[config.mk]
export PLATFORM = sky130hd
export DESIGN_NAME = mdio_phy_emu
export DESIGN_NICKNAME = d
export VERILOG_FILES = /design/src/rtl/mdio_emu_pkg.sv /design/src/rtl/mdio_emu_sync.sv /design/src/rtl/mdio_emu_frame.sv /design/src/rtl/mdio_emu_regs.sv /design/src/rtl/mdio_phy_emu.sv
export SDC_FILE = /design/constraint.sdc
export NUM_CORES = 1
export LEC_CHECK = 0
export BUFFER_PORTS_ARGS = -buffer_cell sky130_fd_sc_hd__buf_2
export CAP_MARGIN = 10
export CORE_MARGIN = 1
export CORE_UTILIZATION = 55
export DETAILED_ROUTE_END_ITERATION = 12
export PLACE_DENSITY = 0.79
export SYNTH_ARGS = -nofsm -noshare
export SYNTH_HDL_FRONTEND = slang
export SYNTH_SLANG_ARGS = --single-unit
[constraint.sdc]
create_clock -name clk_i -period 2.1 [get_ports clk_i]
set_clock_uncertainty 0.05 [all_clocks]
set_input_delay 0.42 -clock clk_i [delete_from_list [all_inputs] [get_ports clk_i]]
set_output_delay 0.42 -clock clk_i [all_outputs]
set_load 0.02 [all_outputs]
[src/rtl/mdio_emu_pkg.sv]
package mdio_emu_pkg;
  localparam logic [1:0]  OP_WR = 2'b01;
  localparam logic [1:0]  OP_RD = 2'b10;
  localparam logic [4:0]  REG_CTRL = 5'd0;
  localparam logic [4:0]  REG_STAT = 5'd1;
  localparam logic [4:0]  REG_ID1  = 5'd2;
  localparam logic [4:0]  REG_ID2  = 5'd3;
  localparam logic [15:0] CTRL_WMASK = 16'h6500;
  localparam logic [15:0] STAT_VAL   = 16'h7805;
  localparam logic [15:0] CTRL_RST_VAL = 16'h0400;
  localparam int CB_RST = 15;
  localparam int CB_SPD = 13;
  localparam int CB_ISO = 10;
  localparam int CB_DUP = 8;

  typedef struct packed {
    logic       speed;
    logic       duplex;
    logic       iso;
    logic [1:0] addr;
  } strap_t;

  typedef enum logic [2:0] {
    S_IDLE, S_ST, S_HDR, S_RTA1, S_RTA2, S_RDAT, S_WTA, S_WDAT
  } frame_st_e;

  function automatic logic [15:0] ctrl_dflt(strap_t s);
    ctrl_dflt = '0;
    ctrl_dflt[CB_SPD] = s.speed;
    ctrl_dflt[CB_ISO] = s.iso;
    ctrl_dflt[CB_DUP] = s.duplex;
  endfunction
endpackage

[src/rtl/mdio_emu_sync.sv]
module mdio_emu_sync #(
  parameter int STAGES = 2
) (
  input  logic clk_i,
  input  logic rst_ni,
  input  logic mdc_i,
  input  logic mdio_i,
  output logic bit_stb_o,
  output logic bit_o
);
  logic [STAGES-1:0] mdc_s, mdio_s;
  logic              mdc_d;

  for (genvar g = 0; g < STAGES; g++) begin : g_stage
    if (g == 0) begin : g_first
      always_ff @(posedge clk_i or negedge rst_ni)
        if (!rst_ni) begin
          mdc_s[0]  <= 1'b0;
          mdio_s[0] <= 1'b1;
        end else begin
          mdc_s[0]  <= mdc_i;
          mdio_s[0] <= mdio_i;
        end
    end else begin : g_next
      always_ff @(posedge clk_i or negedge rst_ni)
        if (!rst_ni) begin
          mdc_s[g]  <= 1'b0;
          mdio_s[g] <= 1'b1;
        end else begin
          mdc_s[g]  <= mdc_s[g-1];
          mdio_s[g] <= mdio_s[g-1];
        end
    end
  end

  always_ff @(posedge clk_i or negedge rst_ni)
    if (!rst_ni) mdc_d <= 1'b0;
    else         mdc_d <= mdc_s[STAGES-1];

  assign bit_stb_o = mdc_s[STAGES-1] & ~mdc_d;
  assign bit_o     = mdio_s[STAGES-1];
endmodule

[src/rtl/mdio_emu_frame.sv]
module mdio_emu_frame
  import mdio_emu_pkg::*;
#(
  parameter int PRE_MIN = 32
) (
  input  logic        clk_i,
  input  logic        rst_ni,
  input  logic        bit_stb_i,
  input  logic        bit_i,
  input  logic [4:0]  my_addr_i,
  input  logic [15:0] rdata_i,
  output logic [4:0]  reg_addr_o,
  output logic        wr_stb_o,
  output logic [15:0] wdata_o,
  output logic        mdio_o,
  output logic        mdio_oe_o
);
  localparam int OW = $clog2(PRE_MIN + 1);

  frame_st_e   st_q;
  logic [OW-1:0] ones_q;
  logic [3:0]  cnt_q;
  logic [11:0] hdr_q;
  logic [15:0] sh_q;
  logic [4:0]  reg_q;
  logic        wr_q;
  logic [11:0] hdr_nx;

  assign hdr_nx = {hdr_q[10:0], bit_i};

  always_ff @(posedge clk_i or negedge rst_ni) begin
    if (!rst_ni) begin
      st_q   <= S_IDLE;
      ones_q <= '0;
      cnt_q  <= '0;
      hdr_q  <= '0;
      sh_q   <= '0;
      reg_q  <= '0;
      wr_q   <= 1'b0;
    end else begin
      wr_q <= 1'b0;
      if (bit_stb_i) begin
        unique case (st_q)
          S_IDLE: begin
            if (bit_i) begin
              if (ones_q != OW'(PRE_MIN)) ones_q <= ones_q + 1'b1;
            end else begin
              if (ones_q == OW'(PRE_MIN)) st_q <= S_ST;
              ones_q <= '0;
            end
          end
          S_ST: begin
            cnt_q <= '0;
            st_q  <= bit_i ? S_HDR : S_IDLE;
          end
          S_HDR: begin
            hdr_q <= hdr_nx;
            cnt_q <= cnt_q + 1'b1;
            if (cnt_q == 4'd11) begin
              reg_q <= hdr_nx[4:0];
              cnt_q <= '0;
              if (hdr_nx[9:5] != my_addr_i) st_q <= S_IDLE;
              else if (hdr_nx[11:10] == OP_RD) st_q <= S_RTA1;
              else if (hdr_nx[11:10] == OP_WR) st_q <= S_WTA;
              else st_q <= S_IDLE;
            end
          end
          S_RTA1: begin
            sh_q <= rdata_i;
            st_q <= S_RTA2;
          end
          S_RTA2: begin
            cnt_q <= '0;
            st_q  <= S_RDAT;
          end
          S_RDAT: begin
            sh_q  <= {sh_q[14:0], 1'b0};
            cnt_q <= cnt_q + 1'b1;
            if (cnt_q == 4'd15) st_q <= S_IDLE;
          end
          S_WTA: begin
            cnt_q <= cnt_q + 1'b1;
            if (cnt_q == 4'd1) begin
              cnt_q <= '0;
              st_q  <= S_WDAT;
            end
          end
          S_WDAT: begin
            sh_q  <= {sh_q[14:0], bit_i};
            cnt_q <= cnt_q + 1'b1;
            if (cnt_q == 4'd15) begin
              wr_q <= 1'b1;
              st_q <= S_IDLE;
            end
          end
          default: st_q <= S_IDLE;
        endcase
      end
    end
  end

  assign reg_addr_o = reg_q;
  assign wr_stb_o   = wr_q;
  assign wdata_o    = sh_q;
  assign mdio_oe_o  = (st_q == S_RTA2) || (st_q == S_RDAT);
  assign mdio_o     = (st_q == S_RDAT) ? sh_q[15] : 1'b0;


  ta_zero_chk: assert property (@(posedge clk_i) disable iff (!rst_ni)
    $rose(mdio_oe_o) |-> !mdio_o);

  no_drive_on_write_chk: assert property (@(posedge clk_i) disable iff (!rst_ni)
    wr_stb_o |-> !mdio_oe_o);
endmodule

[src/rtl/mdio_emu_regs.sv]
module mdio_emu_regs
  import mdio_emu_pkg::*;
#(
  parameter logic [15:0] PHY_ID_HI = 16'h2A5C,
  parameter logic [15:0] PHY_ID_LO = 16'h9C31
) (
  input  logic        clk_i,
  input  logic        rst_ni,
  input  strap_t      strap_i,
  input  logic [4:0]  addr_i,
  input  logic        wr_stb_i,
  input  logic [15:0] wdata_i,
  input  logic        fw_we_i,
  input  logic [15:0] fw_wdata_i,
  output logic [15:0] rdata_o,
  output logic [4:0]  my_addr_o,
  output logic [15:0] ctrl_o
);
  strap_t      strap_q;
  logic        init_q;
  logic [15:0] ctrl_q;
  logic [15:0] dflt;

  assign dflt = ctrl_dflt(strap_q);

  function automatic logic [15:0] apply(logic [15:0] w, logic [15:0] d);
    apply = w[CB_RST] ? d : (w & CTRL_WMASK);
  endfunction

  always_ff @(posedge clk_i or negedge rst_ni) begin
    if (!rst_ni) begin
      strap_q <= '0;
      init_q  <= 1'b0;
      ctrl_q  <= CTRL_RST_VAL;
    end else if (!init_q) begin
      strap_q <= strap_i;
      init_q  <= 1'b1;
      ctrl_q  <= ctrl_dflt(strap_i);
    end else if (fw_we_i) begin
      ctrl_q <= apply(fw_wdata_i, dflt);
    end else if (wr_stb_i && addr_i == REG_CTRL) begin
      ctrl_q <= apply(wdata_i, dflt);
    end
  end

  always_comb begin
    unique case (addr_i)
      REG_CTRL: rdata_o = ctrl_q;
      REG_STAT: rdata_o = STAT_VAL;
      REG_ID1:  rdata_o = PHY_ID_HI;
      REG_ID2:  rdata_o = PHY_ID_LO;
      default:  rdata_o = '0;
    endcase
  end

  assign my_addr_o = {strap_q.addr, 3'b000};
  assign ctrl_o    = ctrl_q;


  strap_hold_chk: assert property (@(posedge clk_i) disable iff (!rst_ni)
    init_q |=> $stable(strap_q));

  fw_reload_chk: assert property (@(posedge clk_i) disable iff (!rst_ni)
    (init_q && fw_we_i && fw_wdata_i[CB_RST]) |=> (ctrl_q == dflt) && !ctrl_q[CB_RST]);

  fw_iso_chk: assert property (@(posedge clk_i) disable iff (!rst_ni)
    (init_q && fw_we_i && !fw_wdata_i[CB_RST]) |=> ctrl_q[CB_ISO] == $past(fw_wdata_i[CB_ISO]));
endmodule

[src/rtl/mdio_phy_emu.sv]
module mdio_phy_emu
  import mdio_emu_pkg::*;
#(
  parameter int          PRE_MIN     = 32,
  parameter int          SYNC_STAGES = 2,
  parameter logic [15:0] PHY_ID_HI   = 16'h2A5C,
  parameter logic [15:0] PHY_ID_LO   = 16'h9C31
) (
  input  logic        clk_i,
  input  logic        rst_ni,
  input  logic        strap_speed_i,
  input  logic        strap_duplex_i,
  input  logic        strap_iso_i,
  input  logic [1:0]  strap_addr_i,
  input  logic        mdc_i,
  input  logic        mdio_i,
  output logic        mdio_o,
  output logic        mdio_oe_o,
  input  logic        fw_we_i,
  input  logic [15:0] fw_wdata_i,
  output logic        speed_100_o,
  output logic        full_duplex_o,
  output logic        isolate_o,
  output logic        mii_out_en_o
);
  logic        bit_stb, bit_v, wr_stb;
  logic [4:0]  reg_addr, my_addr;
  logic [15:0] rdata, wdata, ctrl;
  strap_t      straps;

  assign straps = '{speed: strap_speed_i, duplex: strap_duplex_i,
                    iso: strap_iso_i, addr: strap_addr_i};

  mdio_emu_sync #(.STAGES(SYNC_STAGES)) u_sync (
    .clk_i, .rst_ni, .mdc_i, .mdio_i,
    .bit_stb_o(bit_stb), .bit_o(bit_v)
  );

  mdio_emu_frame #(.PRE_MIN(PRE_MIN)) u_frame (
    .clk_i, .rst_ni, .bit_stb_i(bit_stb), .bit_i(bit_v),
    .my_addr_i(my_addr), .rdata_i(rdata), .reg_addr_o(reg_addr),
    .wr_stb_o(wr_stb), .wdata_o(wdata), .mdio_o, .mdio_oe_o
  );

  mdio_emu_regs #(.PHY_ID_HI(PHY_ID_HI), .PHY_ID_LO(PHY_ID_LO)) u_regs (
    .clk_i, .rst_ni, .strap_i(straps), .addr_i(reg_addr),
    .wr_stb_i(wr_stb), .wdata_i(wdata), .fw_we_i, .fw_wdata_i,
    .rdata_o(rdata), .my_addr_o(my_addr), .ctrl_o(ctrl)
  );

  assign speed_100_o   = ctrl[CB_SPD];
  assign full_duplex_o = ctrl[CB_DUP];
  assign isolate_o     = ctrl[CB_ISO];
  assign mii_out_en_o  = ~ctrl[CB_ISO];


  an_off_chk: assert property (@(posedge clk_i) disable iff (!rst_ni)
    wr_stb |=> !ctrl[12] && !ctrl[CB_RST]);
endmodule

[Word-level counts from Yosys, hierarchy flattened]
Index checks and enable logic that the tools add are counted.
Storage, ports and cells
  flip-flop bits (word level): 73
  input port bits: 26
  output and inout port bits: 6
  logic and storage cells: 88
Operators by class
  add/subtract/negate cells: 2
  equality and inequality tests: 25
  multiplexer cells: 26
  bitwise operators: 3
  reductions and logical operators: 14
Operators with widths (number)
  16-bit one-hot mux with 4 select lines: 1
  16-bit two-way mux: 3
  16-bit one-hot mux with 3 select lines: 1
  15-bit two-way mux: 2
  3-bit two-way mux: 8
  3-bit one-hot mux with 7 select lines: 1
  4-bit one-hot mux with 4 select lines: 1
  3-bit == test (second input constant): 4
  6-bit two-way mux: 2
  5-bit by 2-bit == test with 1-bit output (second input constant): 2
  2-bit by 1-bit inequality test with 1-bit output (second input constant): 5
  4-bit == test (second input constant): 2
  4-bit two-way mux: 2
  6-bit by 1-bit adder with 6-bit output (second input constant): 1
  3-bit by 2-bit == test with 1-bit output (second input constant): 2
  6-bit == test (second input constant): 1
  6-bit inequality test (second input constant): 1
  2-bit AND reduction: 3
  3-bit AND reduction: 2
  6-bit AND reduction: 1
  5-bit by 1-bit == test with 1-bit output (second input constant): 1
  5-bit zero test: 1
  5-bit inequality test: 1
  4-bit by 1-bit adder with 4-bit output (second input constant): 1
  16 further kinds: 21

[Depth between registers and ports, before layout]
  depth in word-level cells: 6
  gate-level depth with buffers: 6
  depth with buffers taken out: 6

[Cells and area by module]
Synthesis repeated with hierarchy kept, for this count alone.
Unflattened totals
  cells, all modules: 312
  area, all modules: 3274.4 sq um
By module, submodules not included
  mdio_emu_frame: instances 1, cells each 219, area an instance 2334.7 sq um, sequential area each 1151.1 sq um
  mdio_emu_regs: instances 1, cells each 86, area an instance 794.5 sq um, sequential area each 251.5 sq um
  mdio_emu_sync: instances 1, cells each 6, area an instance 141.4 sq um, sequential area each 127.6 sq um
  mdio_phy_emu: instances 1, cells each 1, area an instance 3.8 sq um, sequential area each 0.0 sq um

[Least setup slack after synthesis]
No wires, ideal clock.
  kind: flip-flop to output port
  start point: register u_frame.st_q[2]
  end point: output port mdio_o
  arrival time: 1295 ps
  required time: 1630 ps
  setup slack: 335 ps
  stages on the path, launching flop included: 4
  path buffers: 1
  cell sequence: dfrtp_1 -> clkbuf_1 -> nand2_1 -> nor3b_1
Between the ends
  longest elaborated chain between the ends: 2
RTL lines
  start: declaration: line mdio_emu_frame.sv:20  | frame_st_e st_q;
  start signal: assignment: line mdio_emu_frame.sv:54  | st_q <= bit_i ? S_HDR : S_IDLE;
  3-bit == test: line mdio_emu_frame.sv:106  | assign mdio_o = (st_q == S_RDAT) ? sh_q[15] : 1'b0;
  1-bit two-way mux: line mdio_emu_frame.sv:106
  end: declaration: line mdio_phy_emu.sv:17  | output logic mdio_o,
No other way between the ends.

[Final worst setup path]
  start point: register u_sync.mdc_d
  end point: register u_frame.ones_q[0]
Between the ends
  longest elaborated chain between the ends: 3
RTL lines
  start: declaration: line mdio_emu_sync.sv:12  | logic mdc_d;
  start signal: assignment: line mdio_emu_sync.sv:38  | else mdc_d <= mdc_s[STAGES-1];
  1-bit inverter: line mdio_emu_sync.sv:40  | assign bit_stb_o = mdc_s[STAGES-1] & ~mdc_d;
  1-bit AND: line mdio_emu_sync.sv:40
  3-bit AND reduction (no source line)
  end signal: assignment: line mdio_emu_frame.sv:46  | if (ones_q != OW'(PRE_MIN)) ones_q <= ones_q + 1'b1;
  end: declaration: line mdio_emu_frame.sv:21  | logic [OW-1:0] ones_q;
No other way between the ends.
A chain may end at the register's enable or synchronous reset.

==> results.toml <==
[route]
wl_per_cell_um = 15.1
vias = 2284
ant_nets = 0
dr.pass1.iters = 4
top_layer = "met4"
dr_wl_met2_um = 3110
drc = 0
drtIter0Drc = 169
met1_length_um = 2570
viasPerCell = 5.77
routed_wl_um = 5990
dr_wl_met3_um = 269

[finish]
nFillCells = 417
fin_cells = 396
n_antenna_cell = 0
utilization_pct = 66.6
layout.nets = 353
drive_above_1_share_pct = 23.9
synthToLayoutAreaGrowth_pct = 14.5

[logic_synthesis]
ys.flop_type = "dfrtp_1"
synthesis.nets = 326
synth_top_area_cell = "dfrtp_1"
ys_warn_count = 0
ys_seq_elements = 61
synthCells = 294
synthTopCellsByCount = "58 x dfrtp_1, 25 x nor2_1, 24 x nand2_1, 23 x a21oi_1, 16 x mux2_2"
synth_enable_flop_cells = 0
synth_top_cell_area_share_pct = 47.9
synth_area_mm2 = 0.00303
synth_most_common_cell = "dfrtp_1"
synthTopCellsByArea = "dfrtp_1 48%, mux2_2 6.0%, a21oi_1 3.8%"
ys_seq_area_share_pct = 50.5
syn_avg_cell_area_um2 = 10.3
ys_async_sr_fraction_pct = 100
ys_types = 53

[clocking]
post_cts_buffers = 0
cts_buffers = 9
cts-root-buf = "clkbuf_8"
clk_latency_ns = 0.34
htreeDepth = 3
cts_tree = "done"
clk_pin_slew_ns = 0.07
cts_hold_buf = 0
clockBufferDepth = 2
cts.sinks = 61

[worst_setup_path]
rr_worst_depth = 4
rrSetupSlack_ns = 0.19
cp_data_arrival_time_ns = 2.15
worstSetupPathType = "flip-flop to flip-flop"
crit_fanout = 12
crit-reg2reg-launch = "u_sync.mdc_d"
endpoint_kind = "flip-flop"
cp.required_ns = 2.33
startpoint_type = "flip-flop"
rr_endpoint = "u_frame.ones_q[0]"

[sta]
max_slew.worst_pin.slew_ns = 0.653
setup_tns_ns = 0
post-route-min-period_ns = 1.91
fin_crit_sh_pct = 91.2
drv_slew = 0
maxSlewHeadroom_pct = 56.4
setup_violations = 0
final.setup.worst_slack_ns = 0.185
worst_hold_slack_ns = 0.0215
rsz0062_at_grt = "no"
max_freq_mhz = 522
finalHoldViolCount = 0

[floorplan]
fp.dieH_um = 76.2
dieArea_mm2 = 0.00581
core_mm2 = 0.00520
rows = 26
start_util_pct = 58.2
ioPinCount = 32
die_x_um = 76.2

[grt]
grtUsageTotal_pct = 23.9
grt_start_max_net_pins = 31
grt_pass1_wl_um = 10800
grt_pass1_vias = 2352
antenna_found_initial = 0
overflow = 0

[run_status]
status = "completed"

[placed_design]
dp_hpwl_um = 4210
portBuffers = 20
place_ws_ns = 0.190
place_congestion = 0.797
placed_cells = 380

[pwr]
power.density_mw_per_mm2 = 766
ir_drop_v = 0.000717
leakagePower_nw = 1.65

[run]
cap_violations = 0

[hold_path]
hold_path_class = "input pin to async pin"
layer usage:
metal	GRT usage, %	vias up
li1	-	1105
met1	29.4	1121
met2	40.8	52
met3	7.07	6
met4	6.92	0
met5	0	-
metrics by stage:
stage	power, mW	cell area, um^2
2_1_floorplan	1.42	3030
3_3_place_gp	1.49	3240
3_5_place_dp	1.51	3240
4_1_cts	2.68	3460
5_1_grt	2.76	3470
6_report	2.66	3470
state kept, by name (all words and copies together) (netlist names), 2 cells and up:
name / cells
u_frame.hdr_q: 11
u_regs.ctrl_o: 4
u_frame.wdata_o: 16
u_frame.st_q: 3
u_frame.cnt_q: 4
u_regs.my_addr_o: 2
u_frame.reg_addr_o: 5
u_regs.dflt: 3
u_frame.ones_q: 6
u_sync.mdc_s: 2
critical path, cell delays in order, from the launching register on:
cell,delay (ns)
dfrtp_1,0.37
nand2b_1,0.26
or4_1,0.66
nor4b_1,0.37
a211o_1,0.15
power by group:
part / internal [mW] / leakage [nW] / switching (mW)
Clock: 0.729 / 0.116 / 0.441
Sequential: 1.23 / 0.806 / 0.0597
Combinational: 0.0925 / 0.723 / 0.105
worst max-delay path by stage:
stage / start / end / slack, ns / cells past startpoint
6_report: u_sync.mdc_d / u_frame.ones_q[0] / 0.19 / 4
5_1_grt: u_sync.mdc_d / u_frame.ones_q[0] / 0.07 / 4
4_1_cts: u_frame.st_q[2] / mdio_o / 0.13 / 3
3_5_place_dp: u_sync.mdc_d / u_frame.wdata_o[4] / 0.19 / 3
3_3_place_gp: u_sync.mdc_d / u_frame.wdata_o[8] / 0.27 / 3
2_1_floorplan: u_frame.st_q[2] / mdio_o / 0.34 / 3
layout by cell type (no fill, tap or decap), drive strengths merged, types with 3 or more instances in the layout:
cell,instances
a211o,4
a21oi,23
a22oi,3
a31oi,4
a32oi,5
and2,3
buf,32
clkbuf,12
dfrtp,58
dfstp,3
ha,6
inv,13
mux2,21
mux2i,3
nand2,24
nand2b,6
nand3,5
nor2,25
nor2b,3
nor3,8
nor4b,3
o211ai,3
o21ai,13
o22ai,3
o31ai,3
or2,4
or3,3
xor2,3
cells by family (layout without fill, tap and decap cells):
family,after synthesis,count (layout),share of synthesized area [%]
simple gates,96,96,16.2
xor+xnor,4,4,1.16
fa+ha+maj,6,6,2.48
flops,61,61,50.5
buf+inv,29,61,4.30
mux,24,24,9.42
compound gates,73,73,15.8
other cells,1,1,0.124
final cells by class:
class | count | area [um^2] | share of cell area [%]
clock inverter | 4 | 70.1 | 2.02
sequential | 61 | 1530 | 44.2
clock buffer | 12 | 155 | 4.48
timing repair buffer | 32 | 203 | 5.85
multi-input combinational | 204 | 1370 | 39.5
inverter | 13 | 48.8 | 1.41
tap | 70 | 87.6 | 2.53
timing repair:
action	4_1_cts	5_1_grt
endpoints found under the setup margin	0	3
hold endpoints to repair	0	0
resized for setup	0	2
No activity file was read; power rests on OpenSTA's default activity.
